--- config.mk ---
export PLATFORM = sky130hd
export DESIGN_NAME = isl_phase_sched
export DESIGN_NICKNAME = d
export VERILOG_FILES = /design/src/rtl/isl_sched_pkg.sv /design/src/rtl/isl_cap_calc.sv /design/src/rtl/isl_ring_pick.sv /design/src/rtl/isl_phase_sched.sv
export SDC_FILE = /design/constraint.sdc
export NUM_CORES = 1
export LEC_CHECK = 0
export BUFFER_PORTS_ARGS = -buffer_cell sky130_fd_sc_hd__buf_2
export CAP_MARGIN = 25
export CORE_MARGIN = 2
export CORE_UTILIZATION = 60
export DETAILED_ROUTE_END_ITERATION = 10
export PLACE_DENSITY_LB_ADDON = 0.08
export SLEW_MARGIN = 20
export SYNTH_ARGS = -nofsm -noshare
export SYNTH_HDL_FRONTEND = slang
export SYNTH_SLANG_ARGS = --single-unit
--- constraint.sdc ---
create_clock -name clk -period 2.7 [get_ports clk]
set_clock_uncertainty 0.1 [all_clocks]
set_input_delay 0.135 -clock clk [delete_from_list [all_inputs] [get_ports clk]]
set_output_delay 0.135 -clock clk [all_outputs]
set_load 0.02 [all_outputs]
--- src/rtl/isl_sched_pkg.sv ---
package isl_sched_pkg;
  typedef enum logic {
    ST_IDLE = 1'b0,
    ST_HOLD = 1'b1
  } sched_st_e;
endpackage

--- src/rtl/isl_cap_calc.sv ---
module isl_cap_calc #(
  parameter int TW = 8,
  parameter int CW = TW + 1
) (
  input  logic          clk,
  input  logic          rst_n,
  input  logic [TW-1:0] t_proc,
  input  logic [TW-1:0] t_dis,
  output logic [CW-1:0] cap
);
  localparam int PW = 2 * CW;

  logic [CW-1:0] cap_q, cap_d;
  logic          cap_en;

  always_comb begin
    if (t_dis == '0) begin
      cap_d = CW'(1);
    end else begin
      cap_d = CW'(t_proc / t_dis) + CW'(1);
    end
    cap_en = (cap_d != cap_q);
  end

  always_ff @(posedge clk or negedge rst_n) begin
    if (!rst_n) begin
      cap_q <= CW'(1);
    end else if (cap_en) begin
      cap_q <= cap_d;
    end
  end

  assign cap = cap_q;


  zero_dis_chk: assert property (@(posedge clk) disable iff (!rst_n)
    (t_dis == '0) |=> (cap_q == CW'(1)));


  cap_bound_chk: assert property (@(posedge clk) disable iff (!rst_n)
    (t_dis != '0) |=>
      ((PW'(cap_q) - PW'(1)) * PW'($past(t_dis)) <= PW'($past(t_proc))) &&
      (PW'(cap_q) * PW'($past(t_dis)) > PW'($past(t_proc))));
endmodule

--- src/rtl/isl_ring_pick.sv ---
module isl_ring_pick #(
  parameter int N  = 4,
  parameter int IW = 2
) (
  input  logic [N-1:0]  elig,
  input  logic [IW-1:0] start,
  output logic          vld,
  output logic [IW-1:0] idx
);
  localparam logic [IW:0] NW = (IW+1)'(N);

  logic [IW:0] pos;

  always_comb begin
    vld = 1'b0;
    idx = start;
    pos = '0;
    for (int off = 0; off < N; off++) begin
      pos = {1'b0, start} + (IW+1)'(off);
      if (pos >= NW) pos = pos - NW;
      if (!vld && elig[pos[IW-1:0]]) begin
        vld = 1'b1;
        idx = pos[IW-1:0];
      end
    end
  end


  always_comb begin
    if (vld) begin
      pick_elig_chk: assert (elig[idx]);
    end
  end
endmodule

--- src/rtl/isl_phase_sched.sv ---
module isl_phase_sched #(
  parameter int N_MASTERS = 4,
  parameter int TW        = 8
) (
  input  logic                 clk,
  input  logic                 rst_n,
  input  logic [TW-1:0]        t_proc,
  input  logic [TW-1:0]        t_dis,
  input  logic [N_MASTERS-1:0] req,
  input  logic [N_MASTERS-1:0] done,
  output logic [N_MASTERS-1:0] grant,
  output logic [TW:0]          capacity
);
  import isl_sched_pkg::*;

  localparam int IW = (N_MASTERS > 1) ? $clog2(N_MASTERS) : 1;
  localparam int CW = TW + 1;
  localparam logic [IW-1:0] LAST = IW'(N_MASTERS - 1);

  sched_st_e            st_q, st_d;
  logic [N_MASTERS-1:0] grant_q, grant_d;
  logic [IW-1:0]        ptr_q, ptr_d;
  logic [IW-1:0]        owner_q, owner_d;
  logic                 upd_en;

  logic [CW-1:0]        cap_q;
  logic [N_MASTERS-1:0] elig;
  logic                 pick_vld;
  logic [IW-1:0]        pick_idx;
  logic                 owner_done;

  isl_cap_calc #(.TW(TW), .CW(CW)) u_cap (
    .clk    (clk),
    .rst_n  (rst_n),
    .t_proc (t_proc),
    .t_dis  (t_dis),
    .cap    (cap_q)
  );

  genvar gi;
  generate
    for (gi = 0; gi < N_MASTERS; gi++) begin : g_elig
      assign elig[gi] = req[gi] && (CW'(gi) < cap_q);
    end
  endgenerate

  isl_ring_pick #(.N(N_MASTERS), .IW(IW)) u_pick (
    .elig  (elig),
    .start (ptr_q),
    .vld   (pick_vld),
    .idx   (pick_idx)
  );

  assign owner_done = done[owner_q];

  always_comb begin
    st_d    = st_q;
    grant_d = grant_q;
    ptr_d   = ptr_q;
    owner_d = owner_q;
    case (st_q)
      ST_IDLE: begin
        if (pick_vld) begin
          grant_d           = '0;
          grant_d[pick_idx] = 1'b1;
          owner_d           = pick_idx;
          st_d              = ST_HOLD;
        end
      end
      ST_HOLD: begin
        if (owner_done) begin
          grant_d = '0;
          st_d    = ST_IDLE;
          ptr_d   = (owner_q == LAST) ? '0 : owner_q + IW'(1);
        end
      end
      default: st_d = ST_IDLE;
    endcase
    upd_en = (st_d != st_q);
  end

  always_ff @(posedge clk or negedge rst_n) begin
    if (!rst_n) begin
      st_q    <= ST_IDLE;
      grant_q <= '0;
      ptr_q   <= '0;
      owner_q <= '0;
    end else if (upd_en) begin
      st_q    <= st_d;
      grant_q <= grant_d;
      ptr_q   <= ptr_d;
      owner_q <= owner_d;
    end
  end

  assign grant    = grant_q;
  assign capacity = cap_q;


  grant_onehot_chk: assert property (@(posedge clk) disable iff (!rst_n)
    $onehot0(grant_q));


  grant_hold_chk: assert property (@(posedge clk) disable iff (!rst_n)
    (st_q == ST_HOLD && !owner_done) |=> $stable(grant_q));


  grant_release_chk: assert property (@(posedge clk) disable iff (!rst_n)
    (st_q == ST_HOLD && owner_done) |=> (grant_q == '0));


  grant_cap_chk: assert property (@(posedge clk) disable iff (!rst_n)
    (st_q == ST_IDLE && pick_vld) |=> (CW'(owner_q) < $past(cap_q)));
endmodule

==> metrics.md, run 1 <==
| Metric | Value |
|---|---|
| Failed at | `clock tree synthesis` |
| Sequential share of the synthesized area | `15.33%` |
| Post-DP HPWL | `9890 um` |
| Average size of a mapped cell | `7.942 sq um` |
| Post-Syn Instances | `371` |
| Resize count post-CTS | `69` |
| Hold buffers post-CTS | `1` |
| Post-synth ARST share | `100.0%` |
| Status | `did not finish` |
| Most frequent cell after synthesis | `ha_1` |
| IO buf count | `38` |
| Clk root buf | `clkbuf_8` |
| Vert. Die Dim | `between 70 and 80 um` |
| CTS HTree Levels | `1` |
| Ys flop type | `dfrtp_1` |
| Post-CTS Setup Inserts | `28` |
| Top cell type by total area after synthesis | `ha_1` |
| Err | `[ERROR DPL-0038] Utilization greater than 100%, impossible to legalize` |
| Area share of the largest cell type after synthesis | `between 10% and 20%` |
| Synth top cells by count | `ha_1, nor2_1, nand2_1, a21oi_1, o21ai_0` |
| Number of synthesized register bits | `18` |
| Num CTS Buffers | `3` |
| Syn_nets | `443` |
| Cell area after synthesis | `0.002947 sq mm` |
| Place WS | `-8.046 ns` |
| CTS Buffer Depth | `2` |
| Initial Utilization | `just over 60%` |
| YS warnings | `0` |
| Gp weighted congestion | `about 0.90` |
| I/O pins | `39` |
| Synth area leaders | `ha_1, dfrtp_1, nor2_1` |
| Die width | `approximately 74 um` |
| Clock Sinks | `18` |
| Post-synth EDFFs | `0` |
| Core Rows | `25` |
| Yosys cell types | `65` |
kinds of logic after synthesis:
group	share of synthesized area (%)
buffers and inverters	4.161
other	0.1273
flip-flops	15.33
XOR/XNOR	7.134
AO/OA/AOI/OAI	24.04
adder cells (fa/ha/maj)	19.53
multiplexers	6.497
AND/OR/NAND/NOR	23.18
through the flow:
stage	setup TNS [ns]	instance area, sq um	std cells	utilization (%)
2_1_floorplan	-64.11	3264	371	-
3_3_place_gp	-64.32	4521	606	95.71
3_5_place_dp	-70.79	4521	606	95.71
==> run 2: changes to the inputs <==
Settings changed: CORE_UTILIZATION 60 to 40, PLACE_DENSITY_LB_ADDON 0.08 to 0.15.
==> metrics.md, run 2 <==
| Metric | Value |
|---|---|
| CP max stage delay | `0.40 ns` |
| YS warnings | `0 (unchanged)` |
| CP Launch Type | `input port` |
| Num CTS Buffers | `3 (unchanged)` |
| Sequential share of the synthesized area | `15.33% (unchanged)` |
| Post-route worst setup slack | `-7.168 ns` |
| Status | `finished with violations` |
| Unrepaired setup endpoints after global routing | `yes` |
| Core Rows | `31 (+24%)` |
| Syn_nets | `443 (unchanged)` |
| Worst-margin pin slew | `0.8262 ns` |
| Core ar. | `roughly 0.0072 sq mm` |
| Antenna violations before repair | `0` |
| Post-DP HPWL | `7659 um (-23%)` |
| Arrival time worst endpoint | `9.91 ns` |
| Number of diodes | `0` |
| Final hold slack | `0.2218 ns` |
| HP Class | `input port to asynchronous set/reset pin` |
| Layout cells sized above 1 | `59.48%` |
| Initial Utilization | `41.06% (-21 points)` |
| CTS Buffer Depth | `2 (unchanged)` |
| Top cell type by total area after synthesis | `ha_1` |
| Placed Instance Area | `0.004583 sq mm (+1.4%)` |
| Worst EP required | `2.74 ns` |
| P_int | `roughly 1.5 mW` |
| VDD IR-drop max | `~0.25 mV` |
| Post-Syn Instances | `371 (unchanged)` |
| Max Freq | `101.3 MHz` |
| Slew margin rel. | `44.19%` |
| Number of synthesized register bits | `18 (unchanged)` |
| Final-layout fill cell count | `493` |
| CP most frequent cell | `ha_4` |
| Largest net degree at the start of global routing | `19` |
| Endpoints failing setup | `9` |
| Leakage | `2.552 nW` |
| Final core utilization | `about three quarters` |
| Pre-Repair DR Iteration Count | `4` |
| Post-synth ARST share | `100.0% (unchanged)` |
| Slowest-stage cell, CP | `or3_4` |
| Worst r2r src | `u_cap.cap[5]` |
| Crit. Startpoint | `t_dis[1]` |
| Commonest cells after routing, fill and taps aside | `buf_4, buf_2, nor2_1` |
| Max reg flops | `9` |
| # DRC | `0` |
| Routed len/inst | `16.08 um` |
| NumNets Final | `653` |
| I/O pins | `39 (unchanged)` |
| CP Max Fanout | `8` |
| CTS HTree Levels | `1 (unchanged)` |
| Final Hold Viols | `0` |
| Synth top cells by count | `ha_1, nor2_1, nand2_1, a21oi_1, o21ai_0` |
| Via density per instance | `5.485` |
| Gp weighted congestion | `0.8814 (-2.6%)` |
| Seq pwr share | `16.7%` |
| Worst reg2reg path endpoint | `owner_q[1]` |
| First-pass GRT wire length | `approximately 16000 um` |
| Critical Path Sink Type | `flip-flop` |
| Clk root buf | `clkbuf_8` |
| Cell area after synthesis | `0.002947 sq mm (unchanged)` |
| Die width | `89.83 um (+21%)` |
| Yosys cell types | `65 (unchanged)` |
| Post-synth EDFFs | `0 (unchanged)` |
| PwrDens | `~460 mW/mm^2` |
| Die ar. | `0.008069 sq mm` |
| Ys flop type | `dfrtp_1` |
| Cells on worst reg2reg path | `4` |
| Routed wire length | `10920 um` |
| Fin crit period | `9.868 ns` |
| Max cap viols | `0` |
| DR iter-0 viols | `89` |
| Area Overhead vs Synth | `85.56%` |
| Switching part of the total | `41.80%` |
| Crit-path leading delay family | `compound AO/OA/AOI/OAI gates` |
| R2R Setup Slk | `roughly 0.18 ns` |
| Post-layout power | `2.527 mW` |
| GRT Overall Usage | `around 24%` |
| CTS tree | `yes` |
| Commonest non-fill, non-tap cell in the layout | `buf_4` |
| Synth area leaders | `ha_1, dfrtp_1, nor2_1` |
| Critical path class | `input port to flip-flop` |
| Grt ovf | `0` |
| Final Cell Area | `0.005468 sq mm` |
| Buf+Inv Stages, Crit Path | `8` |
| Clock Sinks | `18 (unchanged)` |
| Clk pwr share | `8.5%` |
| Reg clk slew, reported paths | `roughly 0.06 ns` |
| Most frequent cell after synthesis | `ha_1` |
| IO buf count | `38 (unchanged)` |
| DR vias | `3724` |
| Comb pwr share | `74.8%` |
| Vert. Die Dim | `89.83 um (+21%)` |
| Place WS | `-7.704 ns (+0.3423 ns)` |
| Average size of a mapped cell | `7.942 sq um (unchanged)` |
| Failing checks | `negative setup slack` |
| Pins Over Slew Limit | `0` |
| Final period util | `365.5%` |
| Area share of the largest cell type after synthesis | `19.53% (unchanged)` |
| Post-DRT Antenna Nets | `0` |
| Psw | `around 1.1 mW` |
| Clock Latency Late Sink | `0.25 ns` |
| Vias in the first global route | `3690` |
[run 2: cell counts after synthesis]
No cell type changed its count.
[run 2: area by class of cell]
cell class                 instances  area [sq um]  area share (%)
multi-input combinational        325          3189           58.33
timing repair buffer             218          1588           29.04
sequential                        18         451.7           8.261
tap                               99         123.9           2.265
inverter                          15         60.06           1.098
clock buffer                       4         55.05           1.007
[run 2: worst max-delay path by stage]
stage                         endpoint  cells past startpoint
final                     u_cap.cap[4]                     53
after global placement    u_cap.cap[4]                     54
after floorplan           u_cap.cap[6]                     55
after CTS                 u_cap.cap[4]                     54
after detailed placement  u_cap.cap[4]                     54
after global routing      u_cap.cap[6]                     54
[run 2: power by group through the flow]
stage	combinational, mW	clock (mW)	sequential (mW)
after floorplan	0.912	0	0.467
after global placement	1.47	0	0.427
after detailed placement	1.50	0	0.428
after CTS	1.70	0.218	0.423
after global routing	2.05	0.229	0.436
final	1.89	0.214	0.422
[run 2: routing by layer]
metal | global-route usage, % | share of wire, %
met5 | 0 | 0
met4 | 9.487 | 3.6
met3 | 1.844 | 2.7
met2 | 47.73 | 54
met1 | 26.65 | 40
[run 2: what timing repair did]
| item | CTS | global route |
|---|---|---|
| hold buffers | 1 | 0 |
| buffers inserted | 24 | 11 |
| pin swaps | 53 | 33 |
| hold endpoints to repair | 18 | 0 |
| gates resized for setup | 60 | 48 |
| setup endpoints to repair | 9 | 10 |
| cloned | 1 | 0 |
[run 2: stage by stage]
| step | TNS [ns] | std cells |
|---|---|---|
| detailed placement | -67.90 | 641 |
| global placement | -66.03 | 641 |
| floorplan | -64.11 | 371 |
| global route | -67.29 | 679 |
| CTS | -60.31 | 671 |
| finish | -63.31 | 679 |
[run 2: kinds of logic after synthesis]
family	after synthesis	synth area share, %
AOI/OAI and AO/OA	103	24.04
xor gates and xnor gates	24	7.134
adders and majority gates	46	19.53
buffers and inverters	28	4.161
DFF	18	15.33
muxes	16	6.497
other	1	0.1273
and+or+nand+nor	135	23.18
[run 2: worst reg2reg max path, stage by stage (launching register included)]
cell     delay, ns
dfrtp_1       0.37
or4_1         0.61
o21ai_0       0.44
a41oi_1       0.48
mux2_2        0.42
No activity file was read; power rests on OpenSTA's default activity.
